$ cat config.mk
export PLATFORM = sky130hd
export DESIGN_NAME = pll_pwr_seq
export DESIGN_NICKNAME = d
export VERILOG_FILES = /design/src/rtl/pll_seq_pkg.sv /design/src/rtl/pll_seq_req.sv /design/src/rtl/pll_seq_timer.sv /design/src/rtl/pll_seq_fsm.sv /design/src/rtl/pll_seq_regs.sv /design/src/rtl/pll_pwr_seq.sv
export SDC_FILE = /design/constraint.sdc
export NUM_CORES = 1
export LEC_CHECK = 0
export ABC_AREA = 1
export BUFFER_PORTS_ARGS = -buffer_cell sky130_fd_sc_hd__buf_2
export CELL_PAD_IN_SITES_DETAIL_PLACEMENT = 1
export CELL_PAD_IN_SITES_GLOBAL_PLACEMENT = 2
export CORE_MARGIN = 1.5
export CORE_UTILIZATION = 27
export DETAILED_ROUTE_END_ITERATION = 8
export PLACE_DENSITY = 0.82
export REMOVE_ABC_BUFFERS = 1
export SYNTH_ARGS = -nofsm -noshare
export SYNTH_HDL_FRONTEND = slang
export SYNTH_SLANG_ARGS = --single-unit
$ cat constraint.sdc
create_clock -name clk -period 1.6 [get_ports clk]
set_input_delay 0.32 -clock clk [delete_from_list [all_inputs] [get_ports clk]]
set_output_delay 0.32 -clock clk [all_outputs]
set_load 0.05 [all_outputs]
$ cat src/rtl/pll_seq_pkg.sv
package pll_seq_pkg;

  typedef enum logic [3:0] {
    ST_IDLE,
    ST_UP_PWR,
    ST_UP_W1,
    ST_UP_W2,
    ST_UP_W3,
    ST_DN_RST,
    ST_DN_TUN,
    ST_DN_EN,
    ST_DN_ISO,
    ST_DN_PWR
  } seq_state_e;

  typedef enum logic [3:0] {
    ACT_NONE,
    ACT_PWR_ON,
    ACT_ISO_OFF,
    ACT_ENABLE,
    ACT_RST_REL,
    ACT_RST_HOLD,
    ACT_TUN_OFF,
    ACT_DISABLE,
    ACT_ISO_ON,
    ACT_PWR_OFF
  } seq_act_e;

  typedef enum logic [1:0] {
    REQ_NONE,
    REQ_UP,
    REQ_DN
  } req_kind_e;

endpackage

$ cat src/rtl/pll_seq_req.sv
module pll_seq_req
  import pll_seq_pkg::*;
(
  input  logic      clk,
  input  logic      rst,
  input  logic      prep_req,
  input  logic      unprep_req,
  input  logic      take,
  output req_kind_e pend
);

  // Single slot: the newest request overwrites any older one.
  always_ff @(posedge clk) begin
    if (rst)             pend <= REQ_NONE;
    else if (prep_req)   pend <= REQ_UP;
    else if (unprep_req) pend <= REQ_DN;
    else if (take)       pend <= REQ_NONE;
  end

endmodule

$ cat src/rtl/pll_seq_timer.sv
module pll_seq_timer #(
  parameter int CNT_W = 8
) (
  input  logic             clk,
  input  logic             rst,
  input  logic             load,
  input  logic [CNT_W-1:0] load_val,
  output logic             done
);

  logic [CNT_W-1:0] cnt;

  always_ff @(posedge clk) begin
    if (rst)             cnt <= '0;
    else if (load)       cnt <= load_val;
    else if (cnt != '0)  cnt <= cnt - 1'b1;
  end

  assign done = (cnt == '0);

endmodule

$ cat src/rtl/pll_seq_fsm.sv
module pll_seq_fsm
  import pll_seq_pkg::*;
#(
  parameter int TICKS_PER_US = 4,
  parameter int SHORT_US     = 1,
  parameter int LONG_US      = 20,
  parameter bit HAS_TUNER    = 1'b1,
  parameter bit HAS_RSTB     = 1'b1,
  parameter int CNT_W        = 8
) (
  input  logic             clk,
  input  logic             rst,
  input  req_kind_e        pend,
  input  logic             prepared,
  input  logic             tmr_done,
  output logic             take,
  output seq_act_e         act,
  output logic             tmr_load,
  output logic [CNT_W-1:0] tmr_val
);

  localparam int W_SHORT = SHORT_US * TICKS_PER_US;
  localparam int W_LONG  = LONG_US * TICKS_PER_US;

  // Entry into the shutdown chain skips stages that are not built.
  localparam seq_state_e DN_FIRST  = HAS_RSTB  ? ST_DN_RST :
                                     (HAS_TUNER ? ST_DN_TUN : ST_DN_EN);
  localparam seq_state_e AFTER_RST = HAS_TUNER ? ST_DN_TUN : ST_DN_EN;
  localparam seq_act_e   LAST_UP   = HAS_RSTB  ? ACT_RST_REL : ACT_NONE;

  seq_state_e st, nxt;

  always_ff @(posedge clk) begin
    if (rst) st <= ST_IDLE;
    else     st <= nxt;
  end

  // A wait state fires the following step itself once the count runs out,
  // so the gap between two steps is exactly the programmed cycle count.
  always_comb begin
    nxt      = st;
    act      = ACT_NONE;
    tmr_load = 1'b0;
    tmr_val  = '0;
    take     = 1'b0;
    unique case (st)
      ST_IDLE: begin
        take = 1'b1;
        if (pend == REQ_UP && !prepared)     nxt = ST_UP_PWR;
        else if (pend == REQ_DN && prepared) nxt = DN_FIRST;
      end
      ST_UP_PWR: begin
        act      = ACT_PWR_ON;
        tmr_load = 1'b1;
        tmr_val  = CNT_W'(W_SHORT - 1);
        nxt      = ST_UP_W1;
      end
      ST_UP_W1: begin
        if (tmr_done) begin
          act      = ACT_ISO_OFF;
          tmr_load = 1'b1;
          tmr_val  = CNT_W'(W_SHORT - 1);
          nxt      = ST_UP_W2;
        end
      end
      ST_UP_W2: begin
        if (tmr_done) begin
          act      = ACT_ENABLE;
          tmr_load = 1'b1;
          tmr_val  = CNT_W'(W_LONG - 1);
          nxt      = ST_UP_W3;
        end
      end
      ST_UP_W3: begin
        if (tmr_done) begin
          act = LAST_UP;
          nxt = ST_IDLE;
        end
      end
      ST_DN_RST: begin
        act = ACT_RST_HOLD;
        nxt = AFTER_RST;
      end
      ST_DN_TUN: begin
        act = ACT_TUN_OFF;
        nxt = ST_DN_EN;
      end
      ST_DN_EN: begin
        act = ACT_DISABLE;
        nxt = ST_DN_ISO;
      end
      ST_DN_ISO: begin
        act = ACT_ISO_ON;
        nxt = ST_DN_PWR;
      end
      ST_DN_PWR: begin
        act = ACT_PWR_OFF;
        nxt = ST_IDLE;
      end
      default: nxt = ST_IDLE;
    endcase
  end

endmodule

$ cat src/rtl/pll_seq_regs.sv
module pll_seq_regs
  import pll_seq_pkg::*;
#(
  parameter int              CTRL_W    = 32,
  parameter logic [CTRL_W-1:0] EN_MASK  = CTRL_W'(32'h0000_0011),
  parameter logic [CTRL_W-1:0] RST_MASK = CTRL_W'(32'h0080_0000),
  parameter bit              HAS_TUNER = 1'b1
) (
  input  logic              clk,
  input  logic              rst,
  input  seq_act_e          act,
  output logic              pwr_on,
  output logic              iso_en,
  output logic [CTRL_W-1:0] ctrl_reg,
  output logic              tuner_en,
  output logic              prepared
);

  localparam logic [CTRL_W-1:0] BIT0 = CTRL_W'(1);

  always_ff @(posedge clk) begin
    if (rst) begin
      pwr_on   <= 1'b0;
      iso_en   <= 1'b1;
      ctrl_reg <= '0;
      prepared <= 1'b0;
    end else begin
      case (act)
        ACT_PWR_ON:   pwr_on <= 1'b1;
        ACT_ISO_OFF:  iso_en <= 1'b0;
        ACT_ENABLE: begin
          ctrl_reg <= ctrl_reg | EN_MASK;
          prepared <= EN_MASK[0];
        end
        ACT_RST_REL:  ctrl_reg <= ctrl_reg | RST_MASK;
        ACT_RST_HOLD: ctrl_reg <= ctrl_reg & ~RST_MASK;
        ACT_DISABLE: begin
          ctrl_reg <= ctrl_reg & ~BIT0;
          prepared <= 1'b0;
        end
        ACT_ISO_ON:   iso_en <= 1'b1;
        ACT_PWR_OFF:  pwr_on <= 1'b0;
        default: ;
      endcase
    end
  end

  generate
    if (HAS_TUNER) begin : g_tuner
      always_ff @(posedge clk) begin
        if (rst)                      tuner_en <= 1'b0;
        else if (act == ACT_ENABLE)   tuner_en <= 1'b1;
        else if (act == ACT_TUN_OFF)  tuner_en <= 1'b0;
      end
    end else begin : g_no_tuner
      assign tuner_en = 1'b0;
    end
  endgenerate

endmodule

$ cat src/rtl/pll_pwr_seq.sv
module pll_pwr_seq
  import pll_seq_pkg::*;
#(
  parameter int                TICKS_PER_US = 4,
  parameter int                SHORT_US     = 1,
  parameter int                LONG_US      = 20,
  parameter int                CTRL_W       = 32,
  parameter logic [CTRL_W-1:0] EN_MASK      = CTRL_W'(32'h0000_0011),
  parameter logic [CTRL_W-1:0] RST_MASK     = CTRL_W'(32'h0080_0000),
  parameter bit                HAS_TUNER    = 1'b1,
  parameter bit                HAS_RSTB     = 1'b1
) (
  input  logic              clk,
  input  logic              rst,
  input  logic              prep_req,
  input  logic              unprep_req,
  output logic              pwr_on,
  output logic              iso_en,
  output logic [CTRL_W-1:0] ctrl_reg,
  output logic              tuner_en,
  output logic              prepared
);

  localparam int W_LONG = LONG_US * TICKS_PER_US;
  localparam int CNT_W  = $clog2(W_LONG + 1);

  req_kind_e        pend;
  logic             take;
  seq_act_e         act;
  logic             tmr_load;
  logic [CNT_W-1:0] tmr_val;
  logic             tmr_done;

  pll_seq_req u_req (
    .clk        (clk),
    .rst        (rst),
    .prep_req   (prep_req),
    .unprep_req (unprep_req),
    .take       (take),
    .pend       (pend)
  );

  pll_seq_timer #(.CNT_W(CNT_W)) u_tmr (
    .clk      (clk),
    .rst      (rst),
    .load     (tmr_load),
    .load_val (tmr_val),
    .done     (tmr_done)
  );

  pll_seq_fsm #(
    .TICKS_PER_US (TICKS_PER_US),
    .SHORT_US     (SHORT_US),
    .LONG_US      (LONG_US),
    .HAS_TUNER    (HAS_TUNER),
    .HAS_RSTB     (HAS_RSTB),
    .CNT_W        (CNT_W)
  ) u_fsm (
    .clk      (clk),
    .rst      (rst),
    .pend     (pend),
    .prepared (prepared),
    .tmr_done (tmr_done),
    .take     (take),
    .act      (act),
    .tmr_load (tmr_load),
    .tmr_val  (tmr_val)
  );

  pll_seq_regs #(
    .CTRL_W    (CTRL_W),
    .EN_MASK   (EN_MASK),
    .RST_MASK  (RST_MASK),
    .HAS_TUNER (HAS_TUNER)
  ) u_regs (
    .clk      (clk),
    .rst      (rst),
    .act      (act),
    .pwr_on   (pwr_on),
    .iso_en   (iso_en),
    .ctrl_reg (ctrl_reg),
    .tuner_en (tuner_en),
    .prepared (prepared)
  );

endmodule

Word level (Yosys, flattened, before mapping)
Index checks and enable logic that the tools add are counted.
{"block": "classes", "add_sub_neg": 1, "eq_ne": 24, "n_mux": 27, "bitwise_logic": 4, "n_reduce_logical": 20}
{"op": "$pmux W24 S4", "count": 1}
{"op": "$pmux W4 S9", "count": 2}
{"op": "$eq A4 B3 Y1 const B", "count": 8}
{"op": "$mux W7", "count": 3}
{"op": "$pmux W7 S3", "count": 1}
{"op": "$mux W4", "count": 5}
{"op": "$eq A4 B2 Y1 const B", "count": 4}
{"op": "$eq A4 B4 Y1 const B", "count": 4}
{"op": "$reduce_bool A2 Y1", "count": 7}
{"op": "$mux W2", "count": 5}
{"op": "$eq A4 B1 Y1 const B", "count": 2}
{"op": "$pmux W1 S2", "count": 4}
{"op": "$reduce_and A4 Y1", "count": 2}
{"op": "$logic_not A7 Y1", "count": 1}
{"op": "$reduce_bool A7 Y1", "count": 1}
{"op": "$sub A7 B1 Y7 const B", "count": 1}
{"op": "$ne A2 B2 Y1 const B", "count": 3}
{"op": "$reduce_and A3 Y1", "count": 2}
{"op": "$mux W1", "count": 5}
{"op": "$logic_not A4 Y1", "count": 1}
{"op": "$not A1 Y1", "count": 4}
{"op": "$reduce_or A2 Y1", "count": 2}
{"op": "$mux W3", "count": 1}
{"op": "$ne A3 B1 Y1 const B", "count": 1}
{"op": "other kinds (5)", "count": 6}
{"block": "word_totals", "ff_bits": 20, "out_inout_bits": 36, "elab_cells": 87}

Longest topological paths before layout
{"block": "logic_depth", "word_depth": 6, "mapped_depth": 10}

Modules after synthesis
From an unflattened synthesis, not the netlist that was laid out.
{"block": "unflattened", "cells_unflattened": 211, "area_unflattened_um2": 1535.2}
{"mod": "pll_seq_timer", "instances": 1, "cells_per_inst": 67, "area_per_inst_um2": 530.5, "seq_area_each_um2": 140.1}
{"mod": "pll_seq_regs", "instances": 1, "cells_per_inst": 68, "area_per_inst_um2": 520.5, "seq_area_each_um2": 140.1}
{"mod": "pll_seq_fsm", "instances": 1, "cells_per_inst": 66, "area_per_inst_um2": 409.1, "seq_area_each_um2": 80.1}
{"mod": "pll_seq_req", "instances": 1, "cells_per_inst": 10, "area_per_inst_um2": 75.1, "seq_area_each_um2": 40.0}

Least setup slack after synthesis
OpenSTA, ideal clock, no wires.
{"block": "synth_timing", "path_type": "register -> register", "startpoint": "reg u_regs.prepared", "endpoint": "reg u_fsm.st[2]", "setup_time_ps": 114, "t_arrival_ps": 1204, "t_required_ps": 1486, "slack_ps": 282, "stages_incl_launch_ff": 8, "n_path_buf": 0, "synth_period_minus_slack_ps": 1318, "path_cell_list": "dfxtp_1 -> inv_1 -> nand3_1 -> nand3_2 -> nand2_1 -> clkinv_1 -> nand4_1 -> nand2_1"}
{"block": "synth_between", "elab_chain_cells": 4, "elab_cells_between_ends": 7, "classes_between": "eq/ne: 1; mux: 2; reduce/logical: 4"}
{"element": "start, declared", "line": "pll_seq_regs.sv:16", "source": "output logic prepared"}
{"element": "start signal, assigned", "line": "pll_seq_regs.sv:33", "source": "prepared <= EN_MASK[0];"}
{"element": "$logic_not A1 Y1", "line": "pll_seq_fsm.sv:49", "source": "if (pend == REQ_UP && !prepared) nxt = ST_UP_PWR;"}
{"element": "$logic_and A1 B1 Y1", "line": "pll_seq_fsm.sv:49"}
{"element": "$mux W4 / $ne A3 B1 Y1 (equally long branches)"}
{"element": "$pmux W4 S9 / $reduce_and A4 Y1 (equally long branches)"}
{"element": "end signal, assigned", "line": "pll_seq_fsm.sv:35", "source": "else st <= nxt;"}
{"element": "end, declared", "line": "pll_seq_fsm.sv:31", "source": "seq_state_e st, nxt;"}
Several ways; a longest one is shown, not always the timed one.
A chain may end at the register's enable or synchronous reset.

Final worst setup path
{"block": "layout_timing", "startpoint": "reg u_tmr.cnt[0]", "endpoint": "reg u_fsm.st[2]"}
{"block": "layout_between", "elab_chain_cells": 3, "elab_cells_between_ends": 5, "classes_between": "eq/ne: 3; reduce/logical: 2"}
{"element": "start, declared", "line": "pll_seq_timer.sv:11", "source": "logic [CNT_W-1:0] cnt;"}
{"element": "start signal, assigned", "line": "pll_seq_timer.sv:15", "source": "else if (load) cnt <= load_val;"}
{"element": "start signal, assigned", "line": "pll_seq_timer.sv:16", "source": "else if (cnt != '0) cnt <= cnt - 1'b1;"}
{"element": "$logic_not A7 Y1 *", "line": "pll_seq_timer.sv:19", "source": "assign done = (cnt == '0);"}
{"element": "$ne A2 B2 Y1 (no source line)"}
{"element": "$reduce_and A4 Y1 (no source line) *"}
Every way passes the cells marked *; elsewhere a longest branch is shown, timed or not.

==> impl_metrics.toml <==
[synth]
synth-edff-count = 0
ys_seq_area_frac = 0.309
ys_seq_elements = 20
synth_flop_cell = "dfxtp_1"
synth_xor_area_frac = 0.0338
synth.top_cells.by_count = "buf_4 (29), nand2_1 (22), dfxtp_1 (20), inv_1 (20), nor2_1 (13)"
ys_top_cells_by_area = "dfxtp_1 (31%), buf_4 (17%), nand2_1 (6.4%)"
synthCells = 173
synth_compound_area_frac = 0.0946
synthesis.area_sq_mm = 0.00130
yosys.area_share.simple = 0.301
ys_warn_count = 0
ys_types = 30
yosys.area.top_type = "dfxtp_1"
synth_mux_area_frac = 0
synth_top_family_by_area = "simple AND/OR/NAND/NOR gates"
yosys.cell_count.top_type = "buf_4"
synthAdderAreaFrac = 0.00965
ys_async_sr_fraction = 0
yosysTopAreaCellShare = 0.309
synth_area_per_cell_sq_um = 7.49

[setup_path]
cp.arrival_ns = 1.58
setup.worst_path.start_class = "flip-flop"
cp_data_required_time_ns = 1.76
crit_path_end_kind = "flip-flop"
worstSetupPathType = "reg -> reg"
cpMaxStageDelayCell = "dfxtp_1"
slowest_delay_ns = 0.30
crit_chain = "inv_1 > ha_4 > inv_2 > nor2_2 > nand3_4 > nand2_2 > nand4_1 > nand3_1 > nand2_1"
crit_path_max_fanout = 8

[layout]
antenna_cells = 0
layout-drive-gt1-share = 0.216
fin_nets = 192
largest_register_ff_count = 7
synthToLayoutAreaGrowth_pct = 4.83
post-route-util = 0.292

[drt]
routed_wl_microns = 2540
detail_route.iter0.violations = 21
postRouteAntennaNets = 0
drc = 0
via_count = 998
drt-vias-per-instance = 4.18
wl_per_cell_microns = 10.6
drt-pass1-iter-count = 4

[sta]
fin_crit_sh = 0.889
setup_violations = 0
final_max_slew_viol_count = 0
hold_viol_final = 0
timing.final.crit_period_ns = 1.42
rsz0062_at_grt = "false"
tns_ns = 0
timing.fmax_mhz = 703
skew_ns = 0.00390
whs_ns = 0.246

[cts]
clkSinkCount = 20
cts_buffers = 3
clock_path_buffers = 2
clockRootBuffer = "clkbuf_8"
clkLatencyLatePin_ns = 0.26
htreeDepth = 1
post-cts-setup-buffer-count = 0
cts_tree = "yes"
clk_pin_slew_worst_paths_ns = 0.07

[die]
boundaryPins = 40
core_area_sq_mm = 0.00466
die_y_microns = 72.3
start_util = 0.278
num_rows = 25
fp.dieW_microns = 72.3
die-area_sq_mm = 0.00523

[placed_design]
gp_congestion = 0.777
dp_hpwl_microns = 2050
port_buffers = 10

[power]
peakVddDrop_uv = 726
switching_share = 0.519
clkPwrFrac = 0.119
p_leak_nw = 0.664
power_frac_seq = 0.274
power_density_mw_per_mm2 = 2080
p_int_mw = 1.36
p_switching_mw = 1.47
power_frac_comb = 0.607

[global_routing]
grt_max_degree = 13
track_usage = 0.108
grt_pass1_wl_microns = 4420
grt-ovfl-total = 0
antenna_found_initial = 0
grt_pass1_vias = 1008

[status]
run_status = "complete, no violations"

[job]
maxCapViolations = 0

[min_path]
holdCritPathClass = "in -> reg"
-- worst max-delay path, delay by kind of cell (launching register included) --
family / cells / cell delay, ns
buffers and inverters: 2 / 0.17
AND/OR/NAND/NOR: 6 / 0.67
flip-flops: 1 / 0.30
adder cells (fa/ha/maj): 1 / 0.18
-- final cells by class --
type | count | area (sq um)
inverters | 27 | 101
fillers | 597 | 3300
multi-input cells | 124 | 691
flip-flops and latches | 20 | 400
repair buffers | 11 | 57.6
clock buffers | 3 | 41.3
well taps | 54 | 67.6
-- cell usage in the layout, fill, tap and decap left out --
master / count
conb_1: 29
nand2_1: 22
inv_1: 20
dfxtp_1: 20
nor2_1: 13
nand3_1: 10
buf_2: 10
a21oi_1: 9
nor2_2: 6
inv_2: 5
nand2_2: 5
xor2_1: 4
o21ai_1: 3
nand4_1: 3
o21ai_0: 3
clkbuf_8: 3
nor2_4: 2
nand2_4: 2
o211ai_1: 2
nand3_4: 2
clkinv_1: 2
nor2_8: 1
o31ai_1: 1
nand3_2: 1
o221ai_1: 1
or2_0: 1
a21oi_4: 1
xnor2_1: 1
nor3_1: 1
ha_4: 1
buf_4: 1
-- power by group through the flow --
| stage | combinational (mW) | sequential, mW | clock (mW) |
|---|---|---|---|
| 6_report | 1.72 | 0.775 | 0.337 |
| 3_5_place_dp | 1.70 | 0.789 | 0 |
| 2_1_floorplan | 1.36 | 0.840 | 0 |
| 5_1_grt | 1.93 | 0.793 | 0.376 |
| 3_3_place_gp | 1.69 | 0.787 | 0 |
| 4_1_cts | 1.71 | 0.777 | 0.359 |
-- cell families (layout without fill, tap and decap cells) --
group,Yosys count,count (layout)
buf+inv,57,41
xor+xnor,5,5
fa+ha+maj,1,1
flops,20,20
simple gates,69,69
compound gates,20,20
other cells,1,29
-- per-stage QoR --
| stage | instance area (sq um) | worst slack [ns] | std cells | power [mW] |
|---|---|---|---|---|
| floorplan | 1180 | 0.282 | 171 | 2.20 |
| global placement | 1310 | 0.165 | 236 | 2.47 |
| detailed placement | 1310 | 0.133 | 236 | 2.49 |
| CTS | 1350 | 0.121 | 239 | 2.85 |
| global route | 1360 | 0.0279 | 239 | 3.10 |
| finish | 1360 | 0.177 | 239 | 2.83 |
-- per-layer routing --
metal | global-route usage | wire length (microns)
met5 | 0 | 0
met4 | 0.0377 | 36
met3 | 0.0333 | 113
met2 | 0.186 | 1200
met1 | 0.127 | 1190
-- final timing paths --
path,from,end,slack (ns),cells after the start
setup reg to reg,u_tmr.cnt[0],u_fsm.st[2],0.18,9
hold / removal,prep_req,u_req.pend[1],0.25,2
setup / recovery,u_tmr.cnt[0],u_fsm.st[2],0.18,9
hold reg to reg,u_regs.ctrl_reg[4],u_regs.ctrl_reg[4],0.45,2
-- what timing repair did --
| action | CTS | global route |
|---|---|---|
| endpoints found under the setup margin | 0 | 2 |
| gates resized for setup | 0 | 2 |
| hold buffers | 0 | 0 |
(Power assumes the default switching activity.)
